### src/rtl/lp_wake_pkg.sv
package lp_wake_pkg;
    localparam int unsigned REG_W  = 32;
    localparam int unsigned ADDR_W = 8;

    localparam logic [ADDR_W-1:0] OFF_G0_STAT = 8'h04;
    localparam logic [ADDR_W-1:0] OFF_G0_MASK = 8'h08;
    localparam logic [ADDR_W-1:0] OFF_G1_STAT = 8'h0C;
    localparam logic [ADDR_W-1:0] OFF_G1_MASK = 8'h10;
    localparam logic [ADDR_W-1:0] OFF_PR_STAT = 8'h30;
    localparam logic [ADDR_W-1:0] OFF_PR_MASK = 8'h34;

    // peripheral sources in internal order: ls[1:0], vbus, dma, cmp[3:0], bbu, rst
    localparam int unsigned PR_SRC_N  = 10;
    localparam int unsigned PR_MASK_W = 8;
    localparam int unsigned CMP_N     = 4;
    localparam int unsigned POS_LVL   = 8;
    localparam int unsigned POS_BBU   = 16;
    localparam int unsigned POS_RSD   = 17;
    // 1 = either edge sets the flag, 0 = rising edge only
    localparam logic [PR_SRC_N-1:0] PR_ANY_EDGE = 10'b00_1111_0111;
endpackage

### src/rtl/wk_sync.sv
module wk_sync #(
    parameter int unsigned W = 1
) (
    input  logic         clk,
    input  logic         rst_n,
    input  logic [W-1:0] async_i,
    output logic [W-1:0] sync_o
);
    typedef struct packed {
        logic [W-1:0] meta;
        logic [W-1:0] stable;
    } sync_t;

    sync_t s_d, s_q;

    always_comb begin
        s_d.meta   = async_i;
        s_d.stable = s_q.meta;
    end

    always_ff @(posedge clk or negedge rst_n) begin
        if (!rst_n) s_q <= '0;
        else        s_q <= s_d;
    end

    assign sync_o = s_q.stable;

    // output trails the input by two clock edges
    p_two_stage_r8: assert property (@(posedge clk) disable iff (!rst_n)
        1'b1 |=> ##1 (sync_o == $past(async_i, 2)));
endmodule

### src/rtl/wk_gpio_bank.sv
module wk_gpio_bank #(
    parameter int unsigned W = 32
) (
    input  logic         clk,
    input  logic         rst_n,
    input  logic [W-1:0] pin_s,
    input  logic         wr_stat,
    input  logic         wr_mask,
    input  logic [W-1:0] wdata,
    input  logic         glb_en,
    output logic [W-1:0] stat_o,
    output logic [W-1:0] mask_o,
    output logic         irq_o
);
    typedef struct packed {
        logic [W-1:0] prev;
        logic [W-1:0] stat;
        logic [W-1:0] mask;
    } bank_t;

    bank_t b_d, b_q;
    logic [W-1:0] evt;

    always_comb begin
        b_d      = b_q;
        evt      = pin_s ^ b_q.prev;
        b_d.prev = pin_s;
        if (wr_stat) b_d.stat = b_q.stat & ~wdata;
        b_d.stat = b_d.stat | evt;
        if (wr_mask) b_d.mask = wdata;
    end

    always_ff @(posedge clk or negedge rst_n) begin
        if (!rst_n) b_q <= '0;
        else        b_q <= b_d;
    end

    assign stat_o = b_q.stat;
    assign mask_o = b_q.mask;
    assign irq_o  = glb_en & (|(b_q.stat & b_q.mask));

    p_edge_sets_r1: assert property (@(posedge clk) disable iff (!rst_n)
        (|evt) |=> ((stat_o & $past(evt)) == $past(evt)));
    p_w1c_clears_r2: assert property (@(posedge clk) disable iff (!rst_n)
        wr_stat |=> ((stat_o & $past(wdata & ~evt)) == '0));
    p_zero_keeps_r2: assert property (@(posedge clk) disable iff (!rst_n)
        wr_stat |=> ((stat_o & $past(stat_o & ~wdata)) == $past(stat_o & ~wdata)));
    p_no_spurious_r1: assert property (@(posedge clk) disable iff (!rst_n)
        1'b1 |=> ((stat_o & ~$past(stat_o) & ~$past(evt)) == '0));
    p_irq_glb_r3: assert property (@(posedge clk) disable iff (!rst_n)
        !glb_en |-> !irq_o);
    p_collide_r9: assert property (@(posedge clk) disable iff (!rst_n)
        (wr_stat && |(wdata & evt)) |=> ((stat_o & $past(wdata & evt)) == $past(wdata & evt)));
endmodule

### src/rtl/wk_periph.sv
module wk_periph
    import lp_wake_pkg::*;
(
    input  logic                  clk,
    input  logic                  rst_n,
    input  logic [PR_SRC_N-1:0]   src_s,
    input  logic                  wr_stat,
    input  logic                  wr_mask,
    input  logic [PR_SRC_N-1:0]   clr_bits,
    input  logic [PR_MASK_W-1:0]  mask_wd,
    input  logic                  usb_en,
    output logic [REG_W-1:0]      stat_word,
    output logic [REG_W-1:0]      mask_word,
    output logic                  irq_o
);
    typedef struct packed {
        logic [PR_SRC_N-1:0]  prev;
        logic [PR_SRC_N-1:0]  flag;
        logic [PR_MASK_W-1:0] mask;
    } pr_t;

    pr_t p_d, p_q;
    logic [PR_SRC_N-1:0] toggled, rose, evt;

    always_comb begin
        p_d     = p_q;
        toggled = src_s ^ p_q.prev;
        rose    = src_s & ~p_q.prev;
        evt     = (toggled & PR_ANY_EDGE) | (rose & ~PR_ANY_EDGE);
        p_d.prev = src_s;
        if (wr_stat) p_d.flag = p_q.flag & ~clr_bits;
        p_d.flag = p_d.flag | evt;
        if (wr_mask) p_d.mask = mask_wd;
    end

    always_ff @(posedge clk or negedge rst_n) begin
        if (!rst_n) p_q <= '0;
        else        p_q <= p_d;
    end

    always_comb begin
        stat_word = '0;
        stat_word[PR_MASK_W-1:0]           = p_q.flag[PR_MASK_W-1:0];
        stat_word[POS_LVL +: CMP_N]        = src_s[4 +: CMP_N];
        stat_word[POS_BBU]                 = p_q.flag[8];
        stat_word[POS_RSD]                 = p_q.flag[9];
        mask_word = '0;
        mask_word[PR_MASK_W-1:0]           = p_q.mask;
    end

    assign irq_o = (|(p_q.flag[7:2] & p_q.mask[7:2]))
                 | (usb_en & (|(p_q.flag[1:0] & p_q.mask[1:0])));

    p_usb_gate_r7: assert property (@(posedge clk) disable iff (!rst_n)
        (!usb_en && ((stat_word[7:2] & mask_word[7:2]) == '0)) |-> !irq_o);
    p_tail_no_irq_r7: assert property (@(posedge clk) disable iff (!rst_n)
        ((stat_word[7:0] & mask_word[7:0]) == '0) |-> !irq_o);
    p_dma_fall_r5: assert property (@(posedge clk) disable iff (!rst_n)
        ($fell(src_s[3]) && !stat_word[3]) |=> !stat_word[3]);
    p_bbu_clear_r2: assert property (@(posedge clk) disable iff (!rst_n)
        (wr_stat && clr_bits[8] && !evt[8]) |=> !stat_word[POS_BBU]);
endmodule

### src/rtl/lp_wake_ctrl.sv
module lp_wake_ctrl
    import lp_wake_pkg::*;
#(
    parameter int unsigned G0_W = 32,
    parameter int unsigned G1_W = 18
) (
    input  logic              clk,
    input  logic              rst_n,
    input  logic [G0_W-1:0]   gpio0_in,
    input  logic [G1_W-1:0]   gpio1_in,
    input  logic [1:0]        usb_ls_in,
    input  logic              usb_vbus_in,
    input  logic              dma_evt_in,
    input  logic [CMP_N-1:0]  cmp_in,
    input  logic              bbu_exit_in,
    input  logic              rst_det_in,
    input  logic              gpio_wake_en,
    input  logic              usb_wake_en,
    input  logic [ADDR_W-1:0] addr,
    input  logic [REG_W-1:0]  wdata,
    input  logic              wr_en,
    input  logic              rd_en,
    output logic [REG_W-1:0]  rdata,
    output logic              wake_irq
);
    localparam int unsigned ALL_W = G0_W + G1_W + PR_SRC_N;

    logic [ALL_W-1:0]    raw, synced;
    logic [G0_W-1:0]     g0_stat, g0_mask;
    logic [G1_W-1:0]     g1_stat, g1_mask;
    logic [REG_W-1:0]    pr_stat, pr_mask;
    logic                g0_irq, g1_irq, pr_irq;
    logic [PR_SRC_N-1:0] pr_clr;

    assign raw = {rst_det_in, bbu_exit_in, cmp_in, dma_evt_in, usb_vbus_in, usb_ls_in,
                  gpio1_in, gpio0_in};

    wk_sync #(.W(ALL_W)) u_sync (
        .clk(clk), .rst_n(rst_n), .async_i(raw), .sync_o(synced)
    );

    wk_gpio_bank #(.W(G0_W)) u_g0 (
        .clk(clk), .rst_n(rst_n), .pin_s(synced[G0_W-1:0]),
        .wr_stat(wr_en && addr == OFF_G0_STAT), .wr_mask(wr_en && addr == OFF_G0_MASK),
        .wdata(wdata[G0_W-1:0]), .glb_en(gpio_wake_en),
        .stat_o(g0_stat), .mask_o(g0_mask), .irq_o(g0_irq)
    );

    wk_gpio_bank #(.W(G1_W)) u_g1 (
        .clk(clk), .rst_n(rst_n), .pin_s(synced[G0_W +: G1_W]),
        .wr_stat(wr_en && addr == OFF_G1_STAT), .wr_mask(wr_en && addr == OFF_G1_MASK),
        .wdata(wdata[G1_W-1:0]), .glb_en(gpio_wake_en),
        .stat_o(g1_stat), .mask_o(g1_mask), .irq_o(g1_irq)
    );

    assign pr_clr = {wdata[POS_RSD], wdata[POS_BBU], wdata[PR_MASK_W-1:0]};

    wk_periph u_pr (
        .clk(clk), .rst_n(rst_n), .src_s(synced[G0_W+G1_W +: PR_SRC_N]),
        .wr_stat(wr_en && addr == OFF_PR_STAT), .wr_mask(wr_en && addr == OFF_PR_MASK),
        .clr_bits(pr_clr), .mask_wd(wdata[PR_MASK_W-1:0]), .usb_en(usb_wake_en),
        .stat_word(pr_stat), .mask_word(pr_mask), .irq_o(pr_irq)
    );

    always_comb begin
        rdata = '0;
        if (rd_en) begin
            case (addr)
                OFF_G0_STAT: rdata[G0_W-1:0] = g0_stat;
                OFF_G0_MASK: rdata[G0_W-1:0] = g0_mask;
                OFF_G1_STAT: rdata[G1_W-1:0] = g1_stat;
                OFF_G1_MASK: rdata[G1_W-1:0] = g1_mask;
                OFF_PR_STAT: rdata           = pr_stat;
                OFF_PR_MASK: rdata           = pr_mask;
                default:     rdata           = '0;
            endcase
        end
    end

    assign wake_irq = g0_irq | g1_irq | pr_irq;

    p_idle_read_zero_r4: assert property (@(posedge clk) disable iff (!rst_n)
        !rd_en |-> (rdata == '0));
    p_unmapped_zero_r4: assert property (@(posedge clk) disable iff (!rst_n)
        (rd_en && addr != OFF_G0_STAT && addr != OFF_G0_MASK && addr != OFF_G1_STAT &&
         addr != OFF_G1_MASK && addr != OFF_PR_STAT && addr != OFF_PR_MASK) |-> (rdata == '0));
    p_irq_holds_r11: assert property (@(posedge clk) disable iff (!rst_n)
        (wake_irq && !wr_en) |=> (wake_irq || $fell(gpio_wake_en) || $fell(usb_wake_en)));
endmodule

### config.mk
export PLATFORM = sky130hd
export DESIGN_NAME = lp_wake_ctrl
export DESIGN_NICKNAME = d
export VERILOG_FILES = /design/src/rtl/lp_wake_pkg.sv /design/src/rtl/wk_sync.sv /design/src/rtl/wk_gpio_bank.sv /design/src/rtl/wk_periph.sv /design/src/rtl/lp_wake_ctrl.sv
export SDC_FILE = /design/constraint.sdc
export NUM_CORES = 1
export LEC_CHECK = 0
export BUFFER_PORTS_ARGS = -buffer_cell sky130_fd_sc_hd__buf_2
export CORE_MARGIN = 10
export CORE_UTILIZATION = 30
export CTS_BUF_LIST = sky130_fd_sc_hd__clkbuf_16
export CTS_CLUSTER_DIAMETER = 100
export DETAILED_ROUTE_END_ITERATION = 8
export GPL_TIMING_DRIVEN = 0
export PLACE_DENSITY = 0.47
export SKIP_CTS_REPAIR_TIMING = 1
export SYNTH_ARGS = -nofsm -noshare
export SYNTH_HDL_FRONTEND = slang
export SYNTH_SLANG_ARGS = --single-unit
### constraint.sdc
create_clock -name clk -period 3 [get_ports clk]
set_input_delay 0.6 -clock clk [delete_from_list [all_inputs] [get_ports clk]]
set_output_delay 0.6 -clock clk [all_outputs]
set_load 0.05 [all_outputs]
==> impl_metrics.yaml <==
run_status:
  status: "complete, but fails checks"
  violations: "negative setup slack"
timing:
  post-route-period-util: 1.05
  fin_ws_ns: -0.144
  fin_skew_ns: 0.0102
  fin_crit_ns: 3.14
  max_freq_mhz: 318
  slew_violations: 0
  hold_ws_ns: 0.0284
  max_slew.worst_pin.slew_ns: 0.798
  finalSetupViolCount: 20
  maxSlewHeadroom: 0.468
  rsz0062_at_grt: "yes"
  hold_viol: 0
finish:
  fin_util: 0.397
  final_area_sq_um: 14100
  final_layout_size_suffix_gt1_frac: 0.387
  nets: 1042
  synthToLayoutAreaGrowth_pct: 30.8
power_and_ir_drop:
  leakagePower_nw: 6.11
  finalPower_w: 0.00901
  ir_drop_uv: 322
  power_density_nw_per_um2: 639
clock_network:
  cts_sinks: 298
  cts-buffers-inserted: 36
  clk_path_buf_depth: 3
  htreeDepth: 2
  cts_tree: "built"
  root_buffer: "clkbuf_16"
  clk_latency_ns: 0.52
  clk_pin_slew_ns: 0.06
global_route:
  grt_max_degree: 90
  antenna_found_initial: 8
  grt-ovfl-total: 0
  grt_use_total: 0.131
  grt_pass1_vias: 7028
  grt_pass1_wl_mm: 44.2
placement:
  dp_hpwl_mm: 20.6
  io_buffers: 135
  post_dp_cell_area_sq_um: 12200
  post-place-ws_ns: -0.723
  place_congestion: 0.816
yosys:
  ys_types: 39
  ys_ff_latch: 298
  syn_inst: 747
  synthArstFlopShare: 1.00
  synth_compound_area_frac: 0.107
  yosys.area.top_type: "dfrtp_1"
  synth_top_area_share: 0.691
  ys_warn_count: 0
  syn-cell-area_sq_um: 10800
  synth_simple_gate_area_frac: 0.0532
  synth_edf_count: 0
  ys.flop_type: "dfrtp_1"
  yosysMostFrequentCell: "dfrtp_1"
  synthXorXnorAreaFrac: 0.0463
  synthTopCellsByCount: "298 x dfrtp_1, 66 x mux2_2, 62 x nand2_1"
  synth_fa_ha_area_frac: 0
  synth_area_leaders: "dfrtp_1 69%, mux2_2 6.9%, xor2_1 4.6%"
  muxShareOfSynthArea: 0.0902
  syn_nets: 853
  avgSynthCellArea_sq_um: 14.4
  synth_top_family_by_area: "compound AO/OA/AOI/OAI gates"
  ys_seq_area_frac: 0.691
floorplan:
  die_y_microns: 210
  dieArea_sq_um: 44000
  coreArea_sq_um: 35600
  start_util: 0.303
  row_count: 69
  ioPinCount: 139
  die_w_microns: 210
setup_path:
  critPathCaptureType: "output pin"
  critPathLaunchType: "flop"
  path_cells: "a22o_1, a221oi_2, nand4_1, o41ai_4, nand4_1, buf_2"
  critical_path_class: "reg2out"
  cp-startpoint: "u_g1.mask_o[1]$_DFFE_PN0P_"
  rr_startpoint: "u_sync.sync_o[55]$_DFF_PN0_"
  r2r_cells: 2
  crit_top_cell: "nand4_1"
  required_ns: 2.40
  crit_fanout: 3
  timing.critical_path.arrival_ns: 2.54
  cp_slowest_stage_delay_ns: 0.45
  cpMaxStageDelayCell: "dfrtp_1"
detailed_routing:
  wirelength_mm: 29.8
  drt-pass1-iter-count: 5
  detail-route-antenna-nets: 0
  wl_met2_mm: 13.5
  wl_per_cell_microns: 20.9
  route.detailed.drc: 0
  drt_iter0_markers: 283
  viasPerCell: 4.70
  top_layer_used: "met5"
  wl_met3_mm: 1.91
  met1_length_mm: 13.5
  num_vias: 6703
job:
  drv_cap: 0
worst_hold_path:
  hp-class: "in2async"
power breakdown:
part | switching (W) | total (W) | internal (W)
registers | 0.0000953 | 0.00428 | 0.00418
logic | 0.000318 | 0.000531 | 0.000213
clock network | 0.00169 | 0.00420 | 0.00251
total | 0.00211 | 0.00901 | 0.00691
per-stage QoR:
stage          cells  TNS (ns)
2_1_floorplan    747     -1.20
3_3_place_gp    1343  -1350.88
3_5_place_dp    1346    -15.57
4_1_cts         1412    -15.55
5_1_grt         1425     -2.30
6_report        1427     -1.09
final cells by class:
type                    instances  area [sq um]
clock inverters                29           229
inverters                       4          18.8
repair buffers                151          1080
plain buffers                  27           179
clock buffers                  37           926
multi-input cells             418          3640
well taps                     461           577
flip-flops and latches        298          7460
diodes                          2          5.00
fillers                      3396         21500
layout by cell type (no fill, tap or decap), types with 7 or more instances in the layout:
cell       Yosys  routed
xor2_1        57      57
mux2i_1        8       8
a22oi_1       37      37
nor2_1        34      14
clkbuf_16      0      37
clkinv_2       0      11
mux2_2        66      66
inv_1          3      11
dfrtp_1      298     298
a21o_1        57      57
nor2_4         0      14
buf_4          0      13
buf_2          7     113
mux2_4        10      10
a221oi_2       0       9
nand2_1       62      61
buf_8          0      10
nor2b_2        0       8
buf_6          1      23
a21oi_4        0       7
a22o_1        16      16
clkbuf_2       0       7
state kept, by name, indices dropped and copies added, names as in the netlist:
register,count
u_pr.p_q,10
u_sync.s_d,60
u_g1.stat_o,18
u_g0.mask_o,32
u_g1.b_q,18
u_pr.mask_word,8
u_pr.stat_word,10
u_g0.b_q,32
u_sync.sync_o,60
u_g1.mask_o,18
u_g0.stat_o,32
kinds of logic (layout without fill, tap and decap cells):
| logic type | count (synthesis) | after routing |
|---|---|---|
| compound gates | 151 | 152 |
| xor+xnor | 57 | 57 |
| flops | 298 | 298 |
| buf+inv | 32 | 248 |
| simple gates | 125 | 125 |
| other cells | 0 | 2 |
| mux | 84 | 84 |
layer usage:
metal  global-route usage  up-vias
met2                0.198      188
met4               0.0409       12
met3               0.0390       61
met1                0.176     3402
met5                    0        -
li1                     -     3040
critical path, delay by kind of cell, from the launching register on:
kind                   cells  cell delay [ns]
AO/OA/AOI/OAI              3             0.95
flip-flops                 1             0.45
AND/OR/NAND/NOR            2             0.37
buffers and inverters      1             0.24
worst paths after layout:
check,to,slack [ns]
worst max-delay path,wake_irq,-0.14
worst min-delay path,u_sync.s_d[19]$_DFF_PN0_,0.03
worst max register to register,u_pr.stat_word[5]$_DFF_PN0_,2.07
worst min register to register,u_sync.sync_o[18]$_DFF_PN0_,0.34
max in group asynchronous,u_pr.p_q[21]$_DFF_PN0_,1.74
min in group clk,u_sync.s_d[44]$_DFF_PN0_,0.18
No activity file was read; power rests on OpenSTA's default activity.
